## src/rtl/pss_pkg.sv

```systemverilog
package pss_pkg;

  typedef enum logic [1:0] {
    ST_ASLEEP = 2'd0,
    ST_LISTEN = 2'd1,
    ST_HOLD   = 2'd2,
    ST_DROP   = 2'd3
  } pwrState_t;

  typedef struct packed {
    logic idleClr;
    logic idleRun;
    logic gateClr;
    logic gateRun;
    logic wdogClr;
    logic wdogRun;
  } tmrCtl_t;

endpackage

```

## src/rtl/pss_cycle_ctr.sv

```systemverilog
module pss_cycle_ctr #(
  parameter int LIMIT = 16,
  parameter int W     = (LIMIT > 1) ? $clog2(LIMIT) : 1
) (
  input  logic         clk,
  input  logic         rstN,
  input  logic         clr,
  input  logic         run,
  output logic [W-1:0] cnt
);

  localparam logic [W-1:0] TOP = W'(LIMIT - 1);

  // saturating up-counter; clear wins over run
  always_ff @(posedge clk or negedge rstN) begin
    if (!rstN)            cnt <= '0;
    else if (clr)         cnt <= '0;
    else if (run && cnt != TOP) cnt <= cnt + 1'b1;
  end

endmodule

```

## src/rtl/pss_timers.sv

```systemverilog
module pss_timers
  import pss_pkg::*;
#(
  parameter int IDLE_CYC  = 1000,
  parameter int PARSE_CYC = 50,
  parameter int EXEC_CYC  = 200,
  parameter int WDOG_CYC  = 100000
) (
  input  logic    clk,
  input  logic    rstN,
  input  tmrCtl_t ctl,
  input  logic    parseDone,
  input  logic    cmdValid,
  input  logic    execDone,
  output logic    idleExpire,
  output logic    wdogExpire,
  output logic    gateOpen
);

  localparam int GATE_LIM = PARSE_CYC + EXEC_CYC + 1;
  localparam int IW = (IDLE_CYC > 1) ? $clog2(IDLE_CYC) : 1;
  localparam int WW = (WDOG_CYC > 1) ? $clog2(WDOG_CYC) : 1;
  localparam int GW = (GATE_LIM > 1) ? $clog2(GATE_LIM) : 1;

  logic [IW-1:0] idleCnt;
  logic [WW-1:0] wdogCnt;
  logic [GW-1:0] gateCnt;
  logic          parseSeen, validLat, execSeen;
  logic          parseMet, fullMet;

  pss_cycle_ctr #(.LIMIT(IDLE_CYC), .W(IW)) u_idle (
    .clk(clk), .rstN(rstN), .clr(ctl.idleClr), .run(ctl.idleRun), .cnt(idleCnt));

  pss_cycle_ctr #(.LIMIT(WDOG_CYC), .W(WW)) u_wdog (
    .clk(clk), .rstN(rstN), .clr(ctl.wdogClr), .run(ctl.wdogRun), .cnt(wdogCnt));

  pss_cycle_ctr #(.LIMIT(GATE_LIM), .W(GW)) u_gate (
    .clk(clk), .rstN(rstN), .clr(ctl.gateClr), .run(ctl.gateRun), .cnt(gateCnt));

  // completion flags of the command in flight
  always_ff @(posedge clk or negedge rstN) begin
    if (!rstN) begin
      parseSeen <= 1'b0;
      validLat  <= 1'b0;
      execSeen  <= 1'b0;
    end else if (ctl.gateClr) begin
      parseSeen <= 1'b0;
      validLat  <= 1'b0;
      execSeen  <= 1'b0;
    end else if (ctl.gateRun) begin
      if (parseDone) begin
        parseSeen <= 1'b1;
        validLat  <= cmdValid;
      end
      if (execDone) execSeen <= 1'b1;
    end
  end

  always_comb begin
    idleExpire = ctl.idleRun && !ctl.idleClr && (idleCnt == IW'(IDLE_CYC - 1));
    wdogExpire = ctl.wdogRun && (wdogCnt == WW'(WDOG_CYC - 1));
    parseMet   = (gateCnt >= GW'(PARSE_CYC));
    fullMet    = (gateCnt >= GW'(PARSE_CYC + EXEC_CYC));
    gateOpen   = parseSeen && (validLat ? (fullMet && execSeen) : parseMet);
  end

  // a freshly cleared gate never reports ready on the next cycle
  assert_gate_closed_R6: assert property (@(posedge clk) disable iff (!rstN)
    ctl.gateClr |=> !gateOpen);

endmodule

```

## src/rtl/pss_ctrl.sv

```systemverilog
module pss_ctrl
  import pss_pkg::*;
(
  input  logic    clk,
  input  logic    rstN,
  input  logic    wakeStb,
  input  logic    tokenEdge,
  input  logic    cmdEnd,
  input  logic    txToken,
  input  logic    idleExpire,
  input  logic    wdogExpire,
  input  logic    gateOpen,
  output tmrCtl_t ctl,
  output logic    awake,
  output logic    sleepReq
);

  pwrState_t state, stateNxt;

  always_ff @(posedge clk or negedge rstN) begin
    if (!rstN) state <= ST_ASLEEP;
    else       state <= stateNxt;
  end

  always_comb begin
    stateNxt = state;
    ctl      = '0;
    unique case (state)
      ST_ASLEEP: begin
        ctl.idleClr = 1'b1;
        ctl.gateClr = 1'b1;
        ctl.wdogClr = 1'b1;
        if (wakeStb) stateNxt = ST_LISTEN;
      end
      ST_LISTEN: begin
        ctl.wdogRun = 1'b1;
        ctl.idleRun = 1'b1;
        ctl.idleClr = tokenEdge;
        ctl.gateClr = 1'b1;
        if (idleExpire || wdogExpire) stateNxt = ST_DROP;
        else if (cmdEnd)              stateNxt = ST_HOLD;
      end
      ST_HOLD: begin
        ctl.wdogRun = 1'b1;
        ctl.idleClr = 1'b1;
        ctl.gateRun = 1'b1;
        if (wdogExpire)              stateNxt = ST_DROP;
        else if (txToken && gateOpen) stateNxt = ST_LISTEN;
      end
      ST_DROP: begin
        ctl.idleClr = 1'b1;
        ctl.gateClr = 1'b1;
        ctl.wdogClr = 1'b1;
        stateNxt    = ST_ASLEEP;
      end
      default: stateNxt = ST_ASLEEP;
    endcase
  end

  assign awake    = (state != ST_ASLEEP);
  assign sleepReq = (state == ST_DROP);

  assert_sleep_pulse_R9: assert property (@(posedge clk) disable iff (!rstN)
    sleepReq |=> (!sleepReq && !awake));

  assert_wake_up_R2: assert property (@(posedge clk) disable iff (!rstN)
    (!awake && wakeStb) |=> awake);

  assert_asleep_ignore_R10: assert property (@(posedge clk) disable iff (!rstN)
    (!awake && !wakeStb) |=> (!awake && !sleepReq));

  assert_hold_no_idle_sleep_R4: assert property (@(posedge clk) disable iff (!rstN)
    (state == ST_HOLD && !wdogExpire) |=> !sleepReq);

endmodule

```

## src/rtl/pwr_wake_supervisor.sv

```systemverilog
module pwr_wake_supervisor
  import pss_pkg::*;
#(
  parameter int IDLE_CYC  = 1000,
  parameter int PARSE_CYC = 50,
  parameter int EXEC_CYC  = 200,
  parameter int WDOG_CYC  = 100000
) (
  input  logic clk,
  input  logic rstN,
  input  logic wakeStb,
  input  logic tokenEdge,
  input  logic cmdEnd,
  input  logic txToken,
  input  logic parseDone,
  input  logic cmdValid,
  input  logic execDone,
  output logic awake,
  output logic sleepReq
);

  tmrCtl_t ctl;
  logic    idleExpire, wdogExpire, gateOpen;

  pss_ctrl u_ctrl (
    .clk(clk), .rstN(rstN),
    .wakeStb(wakeStb), .tokenEdge(tokenEdge), .cmdEnd(cmdEnd), .txToken(txToken),
    .idleExpire(idleExpire), .wdogExpire(wdogExpire), .gateOpen(gateOpen),
    .ctl(ctl), .awake(awake), .sleepReq(sleepReq));

  pss_timers #(
    .IDLE_CYC(IDLE_CYC), .PARSE_CYC(PARSE_CYC),
    .EXEC_CYC(EXEC_CYC), .WDOG_CYC(WDOG_CYC)
  ) u_timers (
    .clk(clk), .rstN(rstN), .ctl(ctl),
    .parseDone(parseDone), .cmdValid(cmdValid), .execDone(execDone),
    .idleExpire(idleExpire), .wdogExpire(wdogExpire), .gateOpen(gateOpen));

endmodule

```

## config.mk

```make
export PLATFORM = sky130hd
export DESIGN_NAME = pwr_wake_supervisor
export DESIGN_NICKNAME = d
export VERILOG_FILES = /design/src/rtl/pss_pkg.sv /design/src/rtl/pss_cycle_ctr.sv /design/src/rtl/pss_timers.sv /design/src/rtl/pss_ctrl.sv /design/src/rtl/pwr_wake_supervisor.sv
export SDC_FILE = /design/constraint.sdc
export NUM_CORES = 1
export LEC_CHECK = 0
export ABC_AREA = 1
export BUFFER_PORTS_ARGS = -buffer_cell sky130_fd_sc_hd__buf_2
export CORE_MARGIN = 5
export CORE_UTILIZATION = 50
export CTS_CLUSTER_SIZE = 30
export DETAILED_ROUTE_END_ITERATION = 8
export PLACE_DENSITY_LB_ADDON = 0.1
export SLEW_MARGIN = 20
export SYNTH_ARGS = -nofsm -noshare
export SYNTH_HDL_FRONTEND = slang
export SYNTH_SLANG_ARGS = --single-unit
```

## constraint.sdc

```tcl
create_clock -name clk -period 2.1 [get_ports clk]
set_clock_uncertainty 0.15 [all_clocks]
set_input_delay 0.63 -clock clk [delete_from_list [all_inputs] [get_ports clk]]
set_output_delay 0.63 -clock clk [all_outputs]
set_load 0.05 [all_outputs]
```

==> flow_summary.json <==
{
  "dp_hpwl_um": 3370,
  "drc": 0,
  "worstPathMaxFanout": 6,
  "drtAntennaViolNets": 0,
  "cpMostUsedCell": "inv_1",
  "post-place-ws_ps": 246,
  "gp_congestion": 0.788,
  "syn-num-nets": 313,
  "p_seq_frac": 0.406,
  "hp-class": "primary input to async pin",
  "vias": 1881,
  "first_pass_iters": 6,
  "cts_buffer_depth": 2,
  "fin_crit_ps": 2030,
  "antenna_found_initial": 0,
  "finalWorstSetupSlack_ps": 69.1,
  "worstSetupStartpointType": "register",
  "core_area_mm2": 0.00438,
  "synthTopCellsByArea": "dfrtp_1, nand2_1, inv_1, nor2_1, ha_1",
  "core.rowCount": 24,
  "grt_pass1_wl_um": 8370,
  "fp.dieW_um": 77.2,
  "critPathKind": "register to output port",
  "slowest_stage": "dfrtp_2",
  "final_nets": 332,
  "synth.top_cells.by_count": "nand2_1, inv_1, nor2_1, dfrtp_1, a21oi_1",
  "synth_cells": 295,
  "yosysSeqAreaShare": 0.443,
  "ys.flop_type": "dfrtp_1",
  "finalSetupTns_ps": 0,
  "crit_chain": "inv_1, ha_1, inv_1, buf_6",
  "relSlewSlack": 0.733,
  "diodes": 0,
  "ys_warn_count": 0,
  "irDropWorstVdd_mv": 0.591,
  "hold_slack_ps": 97.5,
  "area_delta_synth_final_pct": 11.8,
  "die-height_um": 77.2,
  "via_per_inst": 5.13,
  "initial_core_util": 0.515,
  "synth_edf_count": 0,
  "tightestPinTransition_ps": 401,
  "cp_num_buf_inv": 3,
  "routed-wl-met2_um": 1870,
  "clock_latency_ps": 300,
  "p_sw_frac": 0.362,
  "synth_most_common_cell": "nand2_1",
  "final-hold-violation-count": 0,
  "dr_wl_met3_um": 155,
  "r2r_start": "u_timers.u_wdog.cnt[0]",
  "rsz0062_at_grt": "false",
  "avgSynthCellArea_um2": 7.66,
  "wl_per_cell_um": 12.1,
  "timing.fmax_mhz": 492,
  "multi_input_area_mm2": 0.00107,
  "combPwrFrac": 0.314,
  "drv_slew": 0,
  "first_iter_violations": 142,
  "wl_met1_um": 2350,
  "crit_start": "u_ctrl.state[0]",
  "wirelength_um": 4450,
  "cpPeakStageDelay_ps": 420,
  "htree_levels": 2,
  "p_leak_nw": 1.24,
  "top_layer": "met4",
  "worstPathRequired_ps": 1320,
  "final_core_util": 0.576,
  "intPower_mw": 1.44,
  "dieArea_mm2": 0.00596,
  "cts_tree": "done",
  "synth.distinct_cells": 31,
  "cp-end-kind": "output port",
  "grt_use_total": 0.171,
  "critical_path_arrival_ps": 1250,
  "synth_area_leader_cell": "dfrtp_1",
  "finalCritPeriodShare": 0.967,
  "drive_above_1_share": 0.114,
  "syn_area_mm2": 0.00226,
  "grt_pass1_vias": 1848,
  "grt_max_degree": 26,
  "status": "finished, final reports clean",
  "p_clk_frac": 0.280,
  "clkTransAtPathRegs_ps": 80,
  "cts.sinks": 40,
  "cp_top_family": "flip-flops",
  "numPortBuffers": 10,
  "async_reset_ff_frac": 1.00,
  "postCtsHoldBufs": 0,
  "grt_remaining_overflow": 0,
  "fill_cells": 412,
  "ys_ff_latch": 40,
  "setup-violations-final": 0,
  "powerDensity_mw_per_mm2": 894,
  "cts_inserted_buffers": 5,
  "root_buffer": "clkbuf_8",
  "area.sequential_mm2": 0.00100,
  "drv_cap": 0,
  "ioPinCount": 11,
  "p_sw_mw": 0.819,
  "synth_top_area_frac": 0.443
}
## path summary, 6_finish.rpt
path | end | slack, ps | cells past startpoint
max | awake | 70 | 4
min | u_timers.u_wdog.cnt[5] | 100 | 1
max reg2reg | u_ctrl.state[0] | 330 | 10
min reg2reg | u_timers.u_idle.cnt[6] | 350 | 1
max in group asynchronous | u_ctrl.state[0] | 1210 | 2
min in group clk | u_timers.u_idle.cnt[6] | 350 | 1
## sequential cells by signal, summed over array words and instances, names as in the netlist
| register | count |
|---|---|
| u_timers.validLat | 1 |
| u_timers.u_wdog.cnt | 17 |
| u_ctrl.state | 2 |
| u_timers.parseSeen | 1 |
| u_timers.execSeen | 1 |
| u_timers.u_idle.cnt | 10 |
| u_timers.u_gate.cnt | 8 |
## metrics by stage
stage	cell area, um^2	power [mW]	cells
2_1_floorplan	2260	1.41	295
3_3_place_gp	2400	1.60	358
3_5_place_dp	2400	1.61	358
4_1_cts	2520	2.28	367
5_1_grt	2530	2.44	367
6_report	2530	2.26	367
## worst reg2reg max path: stages, from the launching register on
cell and delay [ps]:
dfrtp_1 380, ha_1 170, nand2_1 70, inv_1 150
nand2_1 70, nor2_1 100, nand3_1 150, nand3_1 170
nand3_1 110, nand2_1 70, nand2_1 50
## layout by cell type, fill, tap and decap left out, types with 2 or more instances in the layout
master    count
xor2_1        3
buf_4         3
ha_1          9
inv_2         2
nand4_1       8
a21oi_1      21
nor2_2        2
nor2_4        2
dfrtp_1      39
a31oi_1       2
clkbuf_8      5
buf_2         9
nor2_1       45
nand2_1      57
nand3_1      15
nor3_1       10
inv_1        45
o21ai_0      16
a211oi_1      3
## power by group through the flow
| stage | Sequential (mW) | Combinational (mW) | Clock [mW] |
|---|---|---|---|
| after detailed placement | 0.935 | 0.679 | 0 |
| final | 0.917 | 0.710 | 0.633 |
| after CTS | 0.916 | 0.713 | 0.656 |
| after global routing | 0.929 | 0.820 | 0.691 |
| after floorplan | 0.915 | 0.495 | 0 |
| after global placement | 0.931 | 0.674 | 0 |
## metal layers
layer,track usage,vias to the layer above
met5,0,-
met4,0.0567,0
met3,0.0375,6
met2,0.248,28
met1,0.250,863
li1,-,984
## what timing repair did
item	4_1_cts	5_1_grt
gates resized for setup	2	1
buffers inserted	1	0
endpoints found under the setup margin	1	1
## area by class of cell
| cell class | instances | share of cell area |
|---|---|---|
| multi-input cells | 206 | 0.425 |
| inverters | 47 | 0.0698 |
| repair buffers | 14 | 0.0391 |
| well taps | 52 | 0.0257 |
| flip-flops and latches | 40 | 0.397 |
| clock buffers | 5 | 0.0272 |
| clock inverters | 3 | 0.0168 |
## logic make-up after synthesis
group	count (synthesis)	synth area share
AO/OA/AOI/OAI	45	0.108
XOR/XNOR	4	0.0155
adder cells (fa/ha/maj)	9	0.0498
buffers and inverters	49	0.0819
flip-flops	40	0.443
AND/OR/NAND/NOR	148	0.302
Power figures use the tool's default switching activity.
